## src/rtl/pcm_slot_pkg.sv

```systemverilog
package pcm_slot_pkg;

   // Control byte; the field order matches the bit positions of ctrl[7:0].
   typedef struct packed {
      logic hiz;        // bit 7: high impedance for the frame
      logic zero;       // bit 6: send zeros
      logic msb_first;  // bit 5: bit order, both directions
      logic idle;       // bit 4: idle code on receive
      logic dloop;      // bit 3: receive word looped to transmit
      logic aloop;      // bit 2: transmit word looped to receive
      logic linear;     // bit 1: 16-bit linear framing
      logic alaw;       // bit 0: A-law idle code
   } pcm_cfg_t;

   localparam logic [7:0] IDLE_MU = 8'hFF;
   localparam logic [7:0] IDLE_A  = 8'hD5;

endpackage

```

## src/rtl/pcm_frame_timer.sv

```systemverilog
module pcm_frame_timer
   import pcm_slot_pkg::*;
#(
   parameter int SLOT_W   = 8,
   parameter int OFF_W    = 3,
   parameter int CMP_W    = 8,
   parameter int SAMPLE_W = 16,
   localparam int POS_W   = SLOT_W + OFF_W,
   localparam int CNT_W   = POS_W + 1,
   localparam int IDX_W   = $clog2(SAMPLE_W)
) (
   input  logic              clk,
   input  logic              rst_n,
   input  logic              fsync,
   input  logic [7:0]        ctrl_in,
   input  logic [SLOT_W-1:0] slot_in,
   input  logic [OFF_W-1:0]  off_in,
   output pcm_cfg_t          cfg_o,
   output logic              win_o,
   output logic              last_o,
   output logic [IDX_W-1:0]  pos_o
);

   logic [CNT_W-1:0] cnt_q;
   logic [POS_W-1:0] start_q;
   logic [CNT_W-1:0] offs;
   logic [CNT_W-1:0] len;
   logic [IDX_W-1:0] idx;
   logic [IDX_W-1:0] top_idx;

   // The counter saturates, so no window can open before a sync or after a long gap.
   always_ff @(posedge clk or negedge rst_n) begin
      if (!rst_n) begin
         cnt_q   <= '1;
         start_q <= '0;
         cfg_o   <= '0;
      end else if (fsync) begin
         cnt_q   <= '0;
         start_q <= {slot_in, off_in};
         cfg_o   <= pcm_cfg_t'(ctrl_in);
      end else if (cnt_q != '1) begin
         cnt_q <= cnt_q + 1'b1;
      end
   end

   assign offs    = cnt_q - {1'b0, start_q};
   assign len     = cfg_o.linear ? CNT_W'(SAMPLE_W) : CNT_W'(CMP_W);
   assign win_o   = (cnt_q >= {1'b0, start_q}) && (offs < len);
   assign last_o  = win_o && (offs == len - 1'b1);
   assign idx     = offs[IDX_W-1:0];
   assign top_idx = cfg_o.linear ? IDX_W'(SAMPLE_W - 1) : IDX_W'(CMP_W - 1);
   assign pos_o   = cfg_o.msb_first ? (top_idx - idx) : idx;


   cfg_hold_chk: assert property (@(posedge clk) disable iff (!rst_n)
      !fsync |=> $stable(cfg_o));


   cnt_park_chk: assert property (@(posedge clk) disable iff (!rst_n)
      (cnt_q == '1 && !fsync) |=> !win_o);

endmodule

```

## src/rtl/pcm_tx_shifter.sv

```systemverilog
module pcm_tx_shifter
   import pcm_slot_pkg::*;
#(
   parameter int SAMPLE_W = 16,
   localparam int IDX_W   = $clog2(SAMPLE_W)
) (
   input  logic                clk,
   input  logic                rst_n,
   input  logic                fsync,
   input  logic                standby,
   input  logic                loop_sel,
   input  logic [SAMPLE_W-1:0] tx_sample,
   input  logic [SAMPLE_W-1:0] loop_word,
   input  pcm_cfg_t            cfg,
   input  logic                win,
   input  logic [IDX_W-1:0]    pos,
   output logic [SAMPLE_W-1:0] word_o,
   output logic                tx_data,
   output logic                tx_oe
);

   always_ff @(posedge clk or negedge rst_n) begin
      if (!rst_n)     word_o <= '0;
      else if (fsync) word_o <= loop_sel ? loop_word : tx_sample;
   end

   assign tx_oe   = win && !cfg.hiz && !standby;
   assign tx_data = tx_oe && !cfg.zero && word_o[pos];


   tx_quiet_chk: assert property (@(posedge clk) disable iff (!rst_n)
      !tx_oe |-> !tx_data);


   stby_hiz_chk: assert property (@(posedge clk) disable iff (!rst_n)
      standby |-> !tx_oe);


   zero_fill_chk: assert property (@(posedge clk) disable iff (!rst_n)
      (tx_oe && cfg.zero) |-> !tx_data);


   oe_window_chk: assert property (@(posedge clk) disable iff (!rst_n)
      tx_oe |-> win);

endmodule

```

## src/rtl/pcm_rx_capture.sv

```systemverilog
module pcm_rx_capture
   import pcm_slot_pkg::*;
#(
   parameter int CMP_W    = 8,
   parameter int SAMPLE_W = 16,
   localparam int IDX_W   = $clog2(SAMPLE_W)
) (
   input  logic                clk,
   input  logic                rst_n,
   input  logic                rx_data,
   input  pcm_cfg_t            cfg,
   input  logic                win,
   input  logic                last,
   input  logic [IDX_W-1:0]    pos,
   input  logic [SAMPLE_W-1:0] loop_word,
   output logic [SAMPLE_W-1:0] rx_sample,
   output logic                rx_valid
);

   logic [SAMPLE_W-1:0] shift_q;
   logic [SAMPLE_W-1:0] shift_d;
   logic [SAMPLE_W-1:0] idle_w;
   logic [SAMPLE_W-1:0] mask_w;
   logic [SAMPLE_W-1:0] pick_w;

   // Each bit cell loads only when the window points at it.
   for (genvar i = 0; i < SAMPLE_W; i++) begin : g_cell
      assign shift_d[i] = (win && pos == IDX_W'(i)) ? rx_data : shift_q[i];
   end

   always_ff @(negedge clk or negedge rst_n) begin
      if (!rst_n) shift_q <= '0;
      else        shift_q <= shift_d;
   end

   assign idle_w = cfg.linear ? '0 : SAMPLE_W'(cfg.alaw ? IDLE_A : IDLE_MU);
   assign mask_w = cfg.linear ? '1 : SAMPLE_W'({CMP_W{1'b1}});
   assign pick_w = cfg.idle  ? idle_w :
                   cfg.aloop ? (loop_word & mask_w) : (shift_q & mask_w);

   always_ff @(posedge clk or negedge rst_n) begin
      if (!rst_n) begin
         rx_valid  <= 1'b0;
         rx_sample <= '0;
      end else begin
         rx_valid <= last;
         if (last) rx_sample <= pick_w;
      end
   end


   valid_pulse_chk: assert property (@(posedge clk) disable iff (!rst_n)
      rx_valid |=> !rx_valid);


   cmp_upper_chk: assert property (@(posedge clk) disable iff (!rst_n)
      (rx_valid && !$past(cfg.linear)) |-> (rx_sample[SAMPLE_W-1:CMP_W] == '0));


   idle_mu_chk: assert property (@(posedge clk) disable iff (!rst_n)
      (rx_valid && $past(cfg.idle && !cfg.linear && !cfg.alaw)) |->
      (rx_sample == SAMPLE_W'(IDLE_MU)));

endmodule

```

## src/rtl/pcm_slot_port.sv

```systemverilog
module pcm_slot_port
   import pcm_slot_pkg::*;
#(
   parameter int SLOT_W   = 8,
   parameter int OFF_W    = 3,
   parameter int CMP_W    = 8,
   parameter int SAMPLE_W = 16,
   localparam int IDX_W   = $clog2(SAMPLE_W)
) (
   input  logic                clk,
   input  logic                rst_n,
   input  logic                fsync,
   input  logic                standby,
   input  logic [7:0]          ctrl,
   input  logic [SLOT_W-1:0]   slot_num,
   input  logic [OFF_W-1:0]    bit_off,
   input  logic [SAMPLE_W-1:0] tx_sample,
   input  logic                rx_data,
   output logic                tx_data,
   output logic                tx_oe,
   output logic [SAMPLE_W-1:0] rx_sample,
   output logic                rx_valid
);

   if (CMP_W != 8) begin : g_bad_cmp
      $error("CMP_W must be 8: idle codes are byte values");
   end
   if (SAMPLE_W != 2 * CMP_W) begin : g_bad_lin
      $error("SAMPLE_W must span exactly two slots");
   end
   if (OFF_W != $clog2(CMP_W)) begin : g_bad_off
      $error("OFF_W must address one slot of bits");
   end

   pcm_cfg_t            cfg;
   logic                win;
   logic                last;
   logic [IDX_W-1:0]    pos;
   logic [SAMPLE_W-1:0] tx_word;
   pcm_cfg_t            cfg_next;

   assign cfg_next = pcm_cfg_t'(ctrl);

   pcm_frame_timer #(
      .SLOT_W(SLOT_W), .OFF_W(OFF_W), .CMP_W(CMP_W), .SAMPLE_W(SAMPLE_W)
   ) u_timer (
      .clk(clk), .rst_n(rst_n), .fsync(fsync),
      .ctrl_in(ctrl), .slot_in(slot_num), .off_in(bit_off),
      .cfg_o(cfg), .win_o(win), .last_o(last), .pos_o(pos)
   );

   pcm_tx_shifter #(.SAMPLE_W(SAMPLE_W)) u_tx (
      .clk(clk), .rst_n(rst_n), .fsync(fsync), .standby(standby),
      .loop_sel(cfg_next.dloop), .tx_sample(tx_sample), .loop_word(rx_sample),
      .cfg(cfg), .win(win), .pos(pos),
      .word_o(tx_word), .tx_data(tx_data), .tx_oe(tx_oe)
   );

   pcm_rx_capture #(.CMP_W(CMP_W), .SAMPLE_W(SAMPLE_W)) u_rx (
      .clk(clk), .rst_n(rst_n), .rx_data(rx_data),
      .cfg(cfg), .win(win), .last(last), .pos(pos), .loop_word(tx_word),
      .rx_sample(rx_sample), .rx_valid(rx_valid)
   );

endmodule

```

## config.mk

```make
export PLATFORM = sky130hd
export DESIGN_NAME = pcm_slot_port
export DESIGN_NICKNAME = d
export VERILOG_FILES = /design/src/rtl/pcm_slot_pkg.sv /design/src/rtl/pcm_frame_timer.sv /design/src/rtl/pcm_tx_shifter.sv /design/src/rtl/pcm_rx_capture.sv /design/src/rtl/pcm_slot_port.sv
export SDC_FILE = /design/constraint.sdc
export NUM_CORES = 1
export LEC_CHECK = 0
export BUFFER_PORTS_ARGS = -buffer_cell sky130_fd_sc_hd__buf_4
export CAP_MARGIN = 10
export CORE_ASPECT_RATIO = 0.75
export CORE_MARGIN = 5
export CORE_UTILIZATION = 63
export DETAILED_ROUTE_END_ITERATION = 10
export GPL_TIMING_DRIVEN = 0
export PLACE_DENSITY = 0.84
export SYNTH_ARGS = -nofsm -noshare
export SYNTH_HDL_FRONTEND = slang
export SYNTH_SLANG_ARGS = --single-unit
```

## constraint.sdc

```tcl
create_clock -name clk -period 6.4 [get_ports clk]
set_input_delay 1.28 -clock clk [delete_from_list [all_inputs] [get_ports clk]]
set_output_delay 1.28 -clock clk [all_outputs]
set_load 0.02 [all_outputs]
```

# --- After elaboration in Yosys (flattened, before gate mapping) ---
# Index checks and enable logic that the tools add are counted.
totals:
  reg_bits: 79
  in_bits: 40
  output_inout_bits: 19
op_classes:
  addsub: 4
  order_cmp: 3
  n_eq_ne: 17
  n_mux: 13
  n_bitwise: 2
  n_reduce_logical: 27
ops:
  columns: ["operator", "count"]
  rows:
  - ["$mux W16", 5]
  - ["$and A16 B16 Y16", 2]
  - ["$eq A4 B4 Y1 const B", 8]
  - ["$mux W12", 2]
  - ["$logic_and A1 B1 Y1", 22]
  - ["$eq A4 B3 Y1 const B", 4]
  - ["$add A12 B1 Y12 const B", 1]
  - ["$eq A12 B12 Y1", 1]
  - ["$ge A12 B11 Y1", 1]
  - ["$lt A12 B12 Y1", 1]
  - ["$ne A12 B12 Y1 const B", 1]
  - ["$sub A12 B1 Y12 const B", 1]
  - ["$sub A12 B11 Y12", 1]
  - ["$eq A4 B2 Y1 const B", 2]
  - ["$mux W4", 2]
  - ["$mux W6", 1]
  - ["$lt A4 B5 Y1 const B", 1]
  - ["$mux W5", 1]
  - ["$bmux W1 S4", 1]
  - ["$eq A4 B1 Y1 const B", 1]
  - ["$logic_not A4 Y1", 1]
  - ["$sub A4 B4 Y4", 1]
  - ["$logic_not A1 Y1", 3]
  - ["$reduce_bool A2 Y1", 1]
  - ["$mux W1", 1]

# --- Depth between registers and ports, before layout ---
depth:
  depth_word: 7
  ltp_mapped: 14
  ltp_nobuf: 13

# --- Hierarchy ---
# From an unflattened synthesis, not the netlist that was laid out.
hier_totals:
  hier_cells: 440
  area_unflattened_um2: 4444.3
by_module_without_submodules:
  columns: ["mod", "n_inst", "cells_each", "area_per_inst_um2", "seq_area_each_um2"]
  rows:
  - ["pcm_frame_timer", 1, 218, 2008.2, 790.8]
  - ["pcm_rx_capture", 1, 143, 1567.8, 825.8]
  - ["pcm_tx_shifter", 1, 79, 868.3, 400.4]

==> flow_summary_export.csv <==
group,metric,value,unit
detailed_routing,routed_wl,13900,µm
timing,worst_slew_pin_slew,1.11,ns
power_and_ir_drop,pwr-share-comb,31.5,%
placement,io_buffers,56,
clock_network,cts_buffer_depth,2,
detailed_routing,vias_per_cell,6.37,
global_routing,grt_pass1_wl,21600,µm
placement,dp_cells,631,
power_and_ir_drop,clkPwrFrac,28.0,%
critical_path,slowest_delay,0.39,ns
detailed_routing,drc,0,
clock_network,cts_buffers,9,
timing,maxSlewHeadroom,25.8,%
floorplanning,start_util,64.7,%
detailed_routing,drt.antenna.violating_nets,0,
power_and_ir_drop,leakagePower,2.90,nW
yosys,synth_xor_area_share,3.31,%
power_and_ir_drop,intPower,0.894,mW
run_status,violations,"negative setup slack",
yosys,yosys.area_share.simple,16.2,%
critical_path,cp_top_family,"compound AO/OA/AOI/OAI gates",
finish,multi_input_area,3030,µm²
detailed_routing,first_pass_iters,5,
yosys,yosysTopAreaCell,"dfrtp_1",
finish,antenna-diode-count,0,
yosys,synth-compound-area-share,12.3,%
finish,drive_gt1_share,37.1,%
clock_network,cts_root_buf,"clkbuf_8",
timing,fin_ws,-0.344,ns
yosys,synthFlopType,"dfrtp_1",
power_and_ir_drop,switching_power,0.443,mW
critical_path,start_kind,"flop",
timing,setup_viol,16,
floorplanning,pin_count,59,
yosys,ys_top_cells_by_area,"dfrtp_1 (27%), dfrtn_1 (8.4%), mux2_2 (8.0%)",
placement,dp_hpwl,9040,µm
yosys,syn_area,4760,µm²
critical_path,critPathBufInv,3,
critical_path,setup.worst_path.class,"reg -> reg",
power_and_ir_drop,power_density,214,nW/µm²
clock_network,hold_buffers,0,
finish,layout.nets,624,
yosys,syn_avg_cell_area,10.1,µm²
critical_path,critPathArrivalTime,3.72,ns
yosys,synth.yosys.seq_area_share,41.8,%
global_routing,antenna_found_initial,0,
global_routing,grt_pass1_vias,4154,
clock_network,cts_tree,"yes",
timing,hold_viol,0,
power_and_ir_drop,fin_total_pwr,1.34,mW
yosys,synth_top_family_by_area,"multiplexers",
power_and_ir_drop,sequentialPowerShare,40.5,%
critical_path,cp.required,3.38,ns
yosys,ys_ff_latch,79,
yosys,ys_warn_count,0,
yosys,synth.area.mux_share,17.9,%
power_and_ir_drop,swShare,33.1,%
critical_path,crit_fanout,7,
critical_path,cp_cell_sequence,"inv_4 > ha_4 > inv_2 > fa_2 > a21o_1 > a21oi_2 > xnor2_1 > ha_1 > a21oi_2 > o221ai_2 > a211o_4 > buf_12 > nor4_4 > mux2_4",
global_routing,grt_overflow_total,0,
critical_path,path_common_cell,"a21oi_2",
run_status,status,"complete, but fails checks",
floorplanning,rows,27,
clock_network,clk_pin_slew,0.07,ns
yosys,synth_edf_count,0,
yosys,syn_nets,529,
critical_path,worst_path_max_delay_cell,"dfstp_2",
yosys,synthCells,474,
finish,area_delta_synth_final,30.9,%
placement,place.gp.congestion,0.971,
yosys,synth_top_area_share,26.8,%
placement,place_ws,-0.507,ns
hold_path,min_path_type,"reg -> reg",
timing,skew,0.0212,ns
floorplanning,coreArea,7360,µm²
critical_path,cp-end-kind,"flop",
flow_run,maxCapViolCount,0,
finish,regArea,1990,µm²
detailed_routing,via_count,4298,
floorplanning,die_h,85.3,µm
clock_network,clk_latency,0.35,ns
timing,drv_slew,0,
finish,nFillCells,413,
global_routing,grt_use_total,28.9,%
global_routing,grt_max_degree,80,
detailed_routing,wl_per_cell,20.6,µm
clock_network,cts_sinks,79,
detailed_routing,drt_iter0_markers,319,
finish,post_layout_nonfiller_instances,675,
yosys,synth_cell_types,58,
timing,rsz0062_at_grt,"yes",
floorplanning,dieArea,9420,µm²
clock_network,htree_levels,3,
floorplanning,die_w,110,µm
power_and_ir_drop,peakVddDrop,0.245,mV
timing,worst_hold_slack,0.459,ns
yosys,synth-adder-area-share,4.10,%
yosys,synthArstFlopShare,100,%
-- state kept, by name (all words and copies together), names as in the netlist --
signal	count
u_rx.rx_sample	16
u_rx.shift_q	16
u_tx.word_o	16
u_timer.cnt_q	12
u_timer.start_q	11
u_timer.cfg_o	7
u_rx.rx_valid	1
-- logic make-up (layout without fill, tap and decap cells) --
logic type / Yosys count / count (layout)
AND/OR/NAND/NOR: 148 / 148
multiplexers: 73 / 73
flip-flops: 79 / 79
XOR/XNOR: 18 / 18
adder cells (fa/ha/maj): 15 / 15
AO/OA/AOI/OAI: 92 / 92
buffers and inverters: 49 / 149
-- synth_stat cells (2+ instances only) --
| cell type | instances |
|---|---|
| o21a_1 | 5 |
| a211o_1 | 3 |
| o211ai_1 | 2 |
| a21oi_1 | 31 |
| nand4_1 | 17 |
| dfstp_2 | 12 |
| and4_1 | 2 |
| clkbuf_1 | 15 |
| dfrtp_1 | 51 |
| or3_1 | 2 |
| buf_6 | 2 |
| mux2i_1 | 29 |
| xnor2_1 | 8 |
| xor2_1 | 10 |
| o21ai_0 | 22 |
| o22ai_1 | 2 |
| nand2b_1 | 3 |
| nor2_1 | 50 |
| buf_1 | 3 |
| clkbuf_2 | 2 |
| mux2_4 | 6 |
| nand2_1 | 26 |
| a31oi_1 | 3 |
| ha_1 | 14 |
| nand4b_1 | 2 |
| dfrtn_1 | 16 |
| nand3_1 | 9 |
| nor4_1 | 15 |
| nor3_1 | 8 |
| nor2b_1 | 6 |
| mux4_2 | 4 |
| a211oi_1 | 6 |
| buf_2 | 4 |
| a21o_1 | 6 |
| mux2_2 | 34 |
| inv_1 | 22 |
-- cell type report --
class | count | area share [%]
buffer | 27 | 2.51
clock buffer | 11 | 2.27
clock inverter | 5 | 0.923
inverter | 22 | 1.36
multi-input combinational | 346 | 48.7
sequential | 79 | 31.9
tap | 101 | 2.03
timing repair buffer | 84 | 10.3
-- stage by stage --
step                      TNS [ns]  utilization [%]  instance area, µm²
after global routing         -4.53             84.7                6230
after detailed placement     -6.15             73.1                5380
after CTS                    -2.33             80.1                5900
final                        -3.58             84.7                6230
after floorplan                  0                -                4830
after global placement       -5.20             73.1                5380
-- repair_timing --
item                       in CTS  in global routing
cloned                          1                  0
resized for setup              46                 42
setup buffers                  11                 16
pin swaps                      21                 26
setup endpoints to repair      16                 16
-- worst reg2reg max path, stage by stage, from the launching register on --
cell and delay (ns):
dfstp_2 0.39, inv_4 0.07, ha_4 0.13, inv_2 0.04, fa_2 0.36, a21o_1 0.20
a21oi_2 0.22, xnor2_1 0.19, ha_1 0.30, a21oi_2 0.20, o221ai_2 0.13, a211o_4 0.39
buf_12 0.17, nor4_4 0.27, mux2_4 0.33
-- placed cells by master (no fill, tap or decap), drive strengths merged, types with 2 or more instances in the layout --
| cell | n |
|---|---|
| clkinv | 2 |
| buf | 95 |
| a21oi | 31 |
| nand2b | 3 |
| a211oi | 6 |
| nor2 | 50 |
| nor2b | 6 |
| dfrtn | 16 |
| nand3 | 9 |
| nand2 | 26 |
| clkinvlp | 2 |
| nor3 | 8 |
| o22ai | 2 |
| o211ai | 2 |
| o21ai | 23 |
| nand4 | 17 |
| mux2i | 29 |
| a31oi | 3 |
| nor4 | 16 |
| nand4b | 3 |
| ha | 14 |
| mux4 | 4 |
| inv | 22 |
| o21a | 5 |
| dfrtp | 51 |
| a21o | 6 |
| a211o | 3 |
| dfstp | 12 |
| xnor2 | 8 |
| clkbuf | 27 |
| or3 | 3 |
| or2 | 2 |
| mux2 | 40 |
| and4 | 2 |
| xor2 | 10 |
-- layer usage --
layer,up-vias,part of all wire (%),global-route usage [%]
met5,-,0,0
li1,1910,-,-
met4,0,2.0,8.17
met1,2101,44,41.5
met3,39,9.3,6.70
met2,248,45,44.2
-- path summary, 6_finish.rpt --
check	start	end	slack [ns]	cells after the start
max	u_timer.cnt_q[0]	u_rx.shift_q[4]	-0.34	14
max reg2reg	u_timer.cnt_q[0]	u_rx.shift_q[4]	-0.34	14
min reg2reg	u_rx.shift_q[13]	u_rx.shift_q[13]	0.46	1
max in group asynchronous	rst_n	u_rx.shift_q[11]	1.55	1
min in group asynchronous	rst_n	u_timer.start_q[1]	1.10	1
min	u_rx.shift_q[13]	u_rx.shift_q[13]	0.46	1
-- power by group through the flow --
stage | logic (mW) | registers [mW] | clock network, mW
2_1_floorplan | 0.210 | 0.543 | 0
3_3_place_gp | 0.289 | 0.549 | 0
3_5_place_dp | 0.295 | 0.550 | 0
4_1_cts | 0.331 | 0.540 | 0.377
5_1_grt | 0.447 | 0.545 | 0.407
6_report | 0.421 | 0.542 | 0.375
No activity file was read; power rests on OpenSTA's default activity.
